--- src/rtl/irq_casc_pkg.sv ---
// Shared constants for the cascaded interrupt controller.
// Assumes two stages of equal width, the upper feeding one slot of the lower.
package irq_casc_pkg;
    localparam int STAGE_LINES = 8;   // request lines per stage
    localparam int BASE_BITS   = 5;   // programmable code base width
    localparam int TABLE_BITS  = 20;  // service-table address width
    localparam int CASCADE_POS = 2;   // lower-stage slot fed by the upper stage
endpackage

--- src/rtl/irq_casc_stage.sv ---
// One controller stage: edge-latches device requests, applies the mask,
// blocks against its in-service flags and picks the lowest-index eligible line.
// Assumes: lowest index = highest priority; take/eoi_clr are one-cycle pulses.
// With HAS_CAS set, slot CAS_IDX ignores its device pin and follows cas_in.
module irq_casc_stage #(
    parameter int N       = 8,
    parameter bit HAS_CAS = 1'b0,
    parameter int CAS_IDX = 2,
    localparam int IW     = $clog2(N)
) (
    input  logic          clk,
    input  logic          rst_n,
    input  logic [N-1:0]  req_in,
    input  logic          cas_in,
    input  logic [N-1:0]  mask,
    input  logic          take,
    input  logic          eoi_clr,
    output logic          win_valid,
    output logic [IW-1:0] win_idx,
    output logic [N-1:0]  isr,
    output logic          isr_any,
    output logic [IW-1:0] isr_top
);
    localparam logic [N-1:0] DEV_MASK = HAS_CAS ? ~(N'(1) << CAS_IDX) : {N{1'b1}};

    logic [N-1:0] req_q;
    logic [N-1:0] latch_q;
    logic [N-1:0] rise;
    logic [N-1:0] src;
    logic [N-1:0] blk;
    logic [N-1:0] elig;
    logic [N-1:0] take_clr;
    logic         granted;

    assign rise     = req_in & ~req_q & DEV_MASK;
    assign src      = latch_q | (HAS_CAS ? (N'(cas_in) << CAS_IDX) : '0);
    assign elig     = src & ~mask & ~blk;
    assign granted  = take && win_valid;
    assign take_clr = granted ? (N'(1) << win_idx) : '0;
    assign isr_any  = |isr;

    // A line is blocked when it or any higher-priority line is in service.
    for (genvar k = 0; k < N; k++) begin : g_blk
        assign blk[k] = |isr[k:0];
    end

    // Remember the previous pin level for edge detection.
    always_ff @(posedge clk) begin
        if (!rst_n) req_q <= '0;
        else        req_q <= req_in;
    end

    // Request latches: set on a rising edge, cleared for the acknowledged winner.
    always_ff @(posedge clk) begin
        if (!rst_n) latch_q <= '0;
        else        latch_q <= (latch_q & ~take_clr) | rise;
    end

    // Pick the lowest-index eligible line.
    always_comb begin
        win_valid = |elig;
        win_idx   = '0;
        for (int k = N - 1; k >= 0; k--) begin
            if (elig[k]) win_idx = IW'(k);
        end
    end

    // Locate the highest-priority in-service flag.
    always_comb begin
        isr_top = '0;
        for (int k = N - 1; k >= 0; k--) begin
            if (isr[k]) isr_top = IW'(k);
        end
    end

    // In-service flags: end-of-interrupt clears the top one, a grant sets the winner.
    always_ff @(posedge clk) begin
        if (!rst_n) begin
            isr <= '0;
        end else begin
            isr <= (isr & ~((eoi_clr && isr_any) ? (N'(1) << isr_top) : '0)) | take_clr;
        end
    end

    // a grant leaves the winner in service on the next cycle.
    a_r5_grant_sets_service: assert property (@(posedge clk) disable iff (!rst_n)
        granted |=> isr[$past(win_idx)]);

    // end-of-interrupt without a grant drops exactly one flag.
    a_r7_eoi_drops_one: assert property (@(posedge clk) disable iff (!rst_n)
        (eoi_clr && isr_any && !granted) |=> ($countones(isr) == $countones($past(isr)) - 1));

    if (HAS_CAS) begin : g_cas_chk
        // the cascade slot never latches a device edge.
        a_r9_cascade_slot_unlatched: assert property (@(posedge clk) disable iff (!rst_n)
            !latch_q[CAS_IDX]);
    end
endmodule

--- src/rtl/irq_casc_vector.sv ---
// Captures the type code of an acknowledged winner and forms its table address.
// Assumes grant is already qualified by a valid winner.
module irq_casc_vector #(
    parameter int BASE_W = 5,
    parameter int IDX_W  = 3,
    parameter int ADDR_W = 20,
    localparam int CODE_W = BASE_W + IDX_W
) (
    input  logic              clk,
    input  logic              rst_n,
    input  logic              grant,
    input  logic              use_upper,
    input  logic [BASE_W-1:0] lower_base,
    input  logic [BASE_W-1:0] upper_base,
    input  logic [IDX_W-1:0]  lower_idx,
    input  logic [IDX_W-1:0]  upper_idx,
    output logic [CODE_W-1:0] code,
    output logic [ADDR_W-1:0] addr
);
    // Register the code of the stage that won.
    always_ff @(posedge clk) begin
        if (!rst_n)     code <= '0;
        else if (grant) code <= use_upper ? {upper_base, upper_idx} : {lower_base, lower_idx};
    end

    assign addr = ADDR_W'({code, 2'b00});

    // without a grant the code holds.
    a_r10_code_holds: assert property (@(posedge clk) disable iff (!rst_n)
        !grant |=> $stable(code));
endmodule

--- src/rtl/irq_casc_ctrl.sv ---
// Top of the cascaded interrupt controller: an upper stage (lines 8..15)
// feeds slot CAS_IDX of the lower stage (lines 0..7). The lower stage's
// winner drives intr; ack captures the code, eoi clears the top service flag.
// Assumes ack and eoi are single-cycle pulses synchronous to clk.
module irq_casc_ctrl
    import irq_casc_pkg::*;
#(
    parameter int STAGE_N = STAGE_LINES,
    parameter int BASE_W  = BASE_BITS,
    parameter int ADDR_W  = TABLE_BITS,
    parameter int CAS_IDX = CASCADE_POS,
    localparam int LINES  = 2 * STAGE_N,
    localparam int IW     = $clog2(STAGE_N),
    localparam int CODE_W = BASE_W + IW
) (
    input  logic              clk,
    input  logic              rst_n,
    input  logic [LINES-1:0]  irq_req,
    input  logic [LINES-1:0]  irq_mask,
    input  logic [BASE_W-1:0] master_base,
    input  logic [BASE_W-1:0] slave_base,
    input  logic              ack,
    input  logic              eoi,
    output logic              intr,
    output logic [CODE_W-1:0] type_code,
    output logic [ADDR_W-1:0] vec_addr
);
    logic               m_valid, s_valid;
    logic [IW-1:0]      m_idx, s_idx;
    logic [STAGE_N-1:0] m_isr, s_isr;
    logic               m_any, s_any;
    logic [IW-1:0]      m_top, s_top;
    logic               m_take, s_take, s_eoi, via_cas;

    assign via_cas = (m_idx == IW'(CAS_IDX));
    assign m_take  = ack && m_valid;
    assign s_take  = m_take && via_cas;
    assign s_eoi   = eoi && m_any && (m_top == IW'(CAS_IDX));
    assign intr    = m_valid;

    irq_casc_stage #(.N(STAGE_N), .HAS_CAS(1'b0), .CAS_IDX(CAS_IDX)) u_upper (
        .clk(clk), .rst_n(rst_n),
        .req_in(irq_req[LINES-1:STAGE_N]), .cas_in(1'b0),
        .mask(irq_mask[LINES-1:STAGE_N]),
        .take(s_take), .eoi_clr(s_eoi),
        .win_valid(s_valid), .win_idx(s_idx),
        .isr(s_isr), .isr_any(s_any), .isr_top(s_top)
    );

    irq_casc_stage #(.N(STAGE_N), .HAS_CAS(1'b1), .CAS_IDX(CAS_IDX)) u_lower (
        .clk(clk), .rst_n(rst_n),
        .req_in(irq_req[STAGE_N-1:0]), .cas_in(s_valid),
        .mask(irq_mask[STAGE_N-1:0]),
        .take(ack), .eoi_clr(eoi),
        .win_valid(m_valid), .win_idx(m_idx),
        .isr(m_isr), .isr_any(m_any), .isr_top(m_top)
    );

    irq_casc_vector #(.BASE_W(BASE_W), .IDX_W(IW), .ADDR_W(ADDR_W)) u_vec (
        .clk(clk), .rst_n(rst_n),
        .grant(m_take), .use_upper(via_cas),
        .lower_base(master_base), .upper_base(slave_base),
        .lower_idx(m_idx), .upper_idx(s_idx),
        .code(type_code), .addr(vec_addr)
    );

    // the cascade slot is in service exactly when an upper line is.
    a_r7_cascade_pair: assert property (@(posedge clk) disable iff (!rst_n)
        m_isr[CAS_IDX] == s_any);

    // at most one upper line is in service, and it is the one reported on top.
    a_r6_single_upper: assert property (@(posedge clk) disable iff (!rst_n)
        s_any |-> (s_isr == (STAGE_N'(1) << s_top)));

    // intr is only offered while the processor side can be answered.
    a_r2_intr_has_winner: assert property (@(posedge clk) disable iff (!rst_n)
        (intr && via_cas) |-> s_valid);
endmodule

--- config.mk ---
export PLATFORM = sky130hd
export DESIGN_NAME = irq_casc_ctrl
export DESIGN_NICKNAME = d
export VERILOG_FILES = /design/src/rtl/irq_casc_pkg.sv /design/src/rtl/irq_casc_stage.sv /design/src/rtl/irq_casc_vector.sv /design/src/rtl/irq_casc_ctrl.sv
export SDC_FILE = /design/constraint.sdc
export NUM_CORES = 1
export LEC_CHECK = 0
export BUFFER_PORTS_ARGS = -buffer_cell sky130_fd_sc_hd__buf_2
export CAP_MARGIN = 20
export CORE_MARGIN = 2
export CORE_UTILIZATION = 30
export CTS_CLUSTER_DIAMETER = 150
export DETAILED_ROUTE_END_ITERATION = 6
export SYNTH_ARGS = -nofsm -noshare
export SYNTH_HDL_FRONTEND = slang
export SYNTH_SLANG_ARGS = --single-unit
export TNS_END_PERCENT = 5
--- constraint.sdc ---
create_clock -name clk -period 8.4 [get_ports clk]
set_clock_uncertainty 0.2 [all_clocks]
set_input_delay 0.42 -clock clk [delete_from_list [all_inputs] [get_ports clk]]
set_output_delay 0.42 -clock clk [all_outputs]
set_load 0.01 [all_outputs]
==> flow_metrics.env <==
export IMPL_slew_headroom=0.329
export IMPL_finalCritPeriodShare=0.363
export IMPL_ys_flop_type="dfxtp_1"
export IMPL_whs_path_depth=3
export IMPL_fin_setup_tns_ns=0
export IMPL_core_area_um2=8810
export IMPL_path_cells="nor4_1 > nand3b_1 > a31oi_1 > nand3_1 > a32o_1"
export IMPL_tightest_slew_ns=1.01
export IMPL_overflow=0
export IMPL_finalNetCount=412
export IMPL_cts_buffers=5
export IMPL_fmax_mhz=328
export IMPL_reg2reg_slack_ns=5.35
export IMPL_grt_antenna_before_repair=0
export IMPL_syn_avg_cell_area_um2=8.66
export IMPL_antenna_cells=0
export IMPL_netlist_area_um2=2740
export IMPL_synth_async_reset_ratio=0
export IMPL_crit_path_top_delay_cell="nor4_1"
export IMPL_postRouteAntennaNets=0
export IMPL_rows=34
export IMPL_hpwlAfterDp_um=4740
export IMPL_crit_fanout=10
export IMPL_finalPower_uw=574
export IMPL_wirelength_um=6360
export IMPL_leakage_uw=0.00138
export IMPL_grt_pass1_vias=2181
export IMPL_cts_root_buf="clkbuf_8"
export IMPL_drtIter0Drc=108
export IMPL_layout_drive_gt1_share=0.202
export IMPL_min_to="u_upper.req_q[6]"
export IMPL_h_tree_depth=2
export IMPL_period_needed_ns=3.05
export IMPL_seq_area_um2=1100
export IMPL_synth_warning_count=0
export IMPL_place_congestion=0.837
export IMPL_grt_max_degree=62
export IMPL_synth_cell_types=56
export IMPL_cpPeakStageDelay_ns=0.77
export IMPL_clk_transition_reported_paths_ns=0.10
export IMPL_die_h_um=99.5
export IMPL_critPathKind="flop to flop"
export IMPL_seq_area_frac_synth=0.402
export IMPL_num_vias=2367
export IMPL_reg2reg_from="u_lower.isr[0]"
export IMPL_postCtsSetupRepairBufs=0
export IMPL_endpoint_kind="flop"
export IMPL_drc=0
export IMPL_syn2layout_area_growth_pct=13.5
export IMPL_die_w_um=99.5
export IMPL_clock_sinks=55
export IMPL_r2r_end="u_lower.latch_q[6]"
export IMPL_power_density_nw_per_um2=185
export IMPL_clock_latency_ns=0.31
export IMPL_synth_edff_count=0
export IMPL_io_buffers=61
export IMPL_cp_required_ns=8.42
export IMPL_crit_path_start_kind="flop"
export IMPL_status="finished, final reports clean"
export IMPL_multi_input_area_um2=1410
export IMPL_rsz0062_at_grt="no"
export IMPL_fillers=937
export IMPL_critical_path_arrival_ns=3.06
export IMPL_ios=75
export IMPL_min_path_type="input port to flop"
export IMPL_cts_resized=0
export IMPL_synthCells=316
export IMPL_min_delay_start="irq_req[14]"
export IMPL_die_area_um2=9910
export IMPL_ys_ff_latch=55
export IMPL_firstDrtPassIters=4
export IMPL_grt_pass1_wl_um=10500
export IMPL_via_per_inst=4.98
export IMPL_final_hold_violation_count=0
export IMPL_cts_tree="done"
export IMPL_gr_usage_all_layers=0.131
export IMPL_cap_violations=0
export IMPL_wl_per_cell_um=13.4
export IMPL_ir_drop_uv=70.4
export IMPL_cts_buffer_depth=2
export IMPL_worstRegToRegCells=5
export IMPL_start_util=0.311
export IMPL_finalSetupViolCount=0
export IMPL_drv_slew=0
export IMPL_postCtsHoldBufs=0
==> report_power, final <==
part,internal [uW],total (uW),leakage [uW],switching [uW]
registers,279,292,0.000454,12.1
logic,57.0,137,0.000888,80.1
clock network,58.9,145,0.0000422,86.2
total,395,574,0.00138,178
==> cell usage after synthesis (5+ instances only) <==
cell | n | area share
mux2i_1 | 5 | 0.018
clkbuf_1 | 8 | 0.011
a21oi_1 | 12 | 0.022
o211a_1 | 5 | 0.018
inv_1 | 16 | 0.022
nor2_1 | 19 | 0.026
o21ai_0 | 8 | 0.015
nand3_1 | 11 | 0.020
nand2_1 | 25 | 0.034
a32o_1 | 5 | 0.018
o21ai_1 | 8 | 0.015
nand2b_1 | 10 | 0.023
dfxtp_1 | 55 | 0.40
nor2b_1 | 10 | 0.023
a21boi_1 | 8 | 0.022
o31ai_1 | 6 | 0.016
buf_4 | 20 | 0.055
and2_1 | 16 | 0.037
==> worst max-delay path, delay by kind of cell, from the launching register on <==
family,cells,cell delay (ns)
flops,1,0.41
compound gates,2,0.98
simple gates,3,1.36
==> stage by stage <==
stage,setup WS (ns),hold WS (ns),cell area (um^2),util,cells
after detailed placement,5.16,0.204,3020,0.343,466
after CTS,5.13,0.0992,3100,0.352,474
final,5.35,0.106,3110,0.353,475
after global routing,5.15,0.111,3110,0.353,475
after floorplan,5.60,0.189,2780,-,327
after global placement,5.10,0.194,3020,0.343,466
==> flip-flops by register name (all words and copies together) (netlist names) <==
register and flops:
u_vec.code 8, u_lower.isr 8, u_lower.req_q 7, u_upper.latch_q 8
u_upper.isr 8, u_lower.latch_q 8, u_upper.req_q 8
==> how the worst max path moves through the flow <==
stage,start,endpoint,slack [ns],cells after the start
floorplan,u_upper.isr[0],u_upper.latch_q[7],5.60,9
global placement,u_lower.isr[0],u_vec.code[1],5.10,7
detailed placement,u_lower.isr[0],u_vec.code[1],5.16,7
CTS,u_lower.isr[0],u_vec.code[1],5.13,7
global route,u_lower.isr[0],u_upper.latch_q[0],5.15,5
finish,u_lower.isr[0],u_lower.latch_q[6],5.35,5
==> area by class of cell <==
class,count,share of cell area
clock inverters,1,0.00161
well taps,108,0.0435
flip-flops and latches,55,0.354
multi-input cells,225,0.454
clock buffers,7,0.0246
inverters,16,0.0193
repair buffers,63,0.103
==> cell usage in the layout, fill, tap and decap left out, drive strengths merged, types with 5 or more instances in the layout <==
cell	instances
buf	63
dfxtp	55
nand2	25
nor2	19
o21ai	17
inv	16
and2	16
a21oi	12
conb	12
nand3	11
nor2b	10
nand2b	10
a21boi	10
o31ai	7
clkbuf	7
mux2i	5
o211a	5
a32o	5
==> layer usage <==
metal | track usage | share of wire | vias up
met5 | 0 | 0 | -
met1 | 0.184 | 0.51 | 1085
met3 | 0.0295 | 0.052 | 9
met4 | 0.0348 | 0.012 | 0
li1 | - | - | 1196
met2 | 0.203 | 0.43 | 77
==> cells by family after synthesis <==
| family | Yosys count | synth area share |
|---|---|---|
| mux | 5 | 0.0183 |
| flops | 55 | 0.402 |
| compound gates | 84 | 0.224 |
| other cells | 1 | 0.00137 |
| buf+inv | 47 | 0.0978 |
| simple gates | 124 | 0.256 |
(Power assumes the default switching activity.)
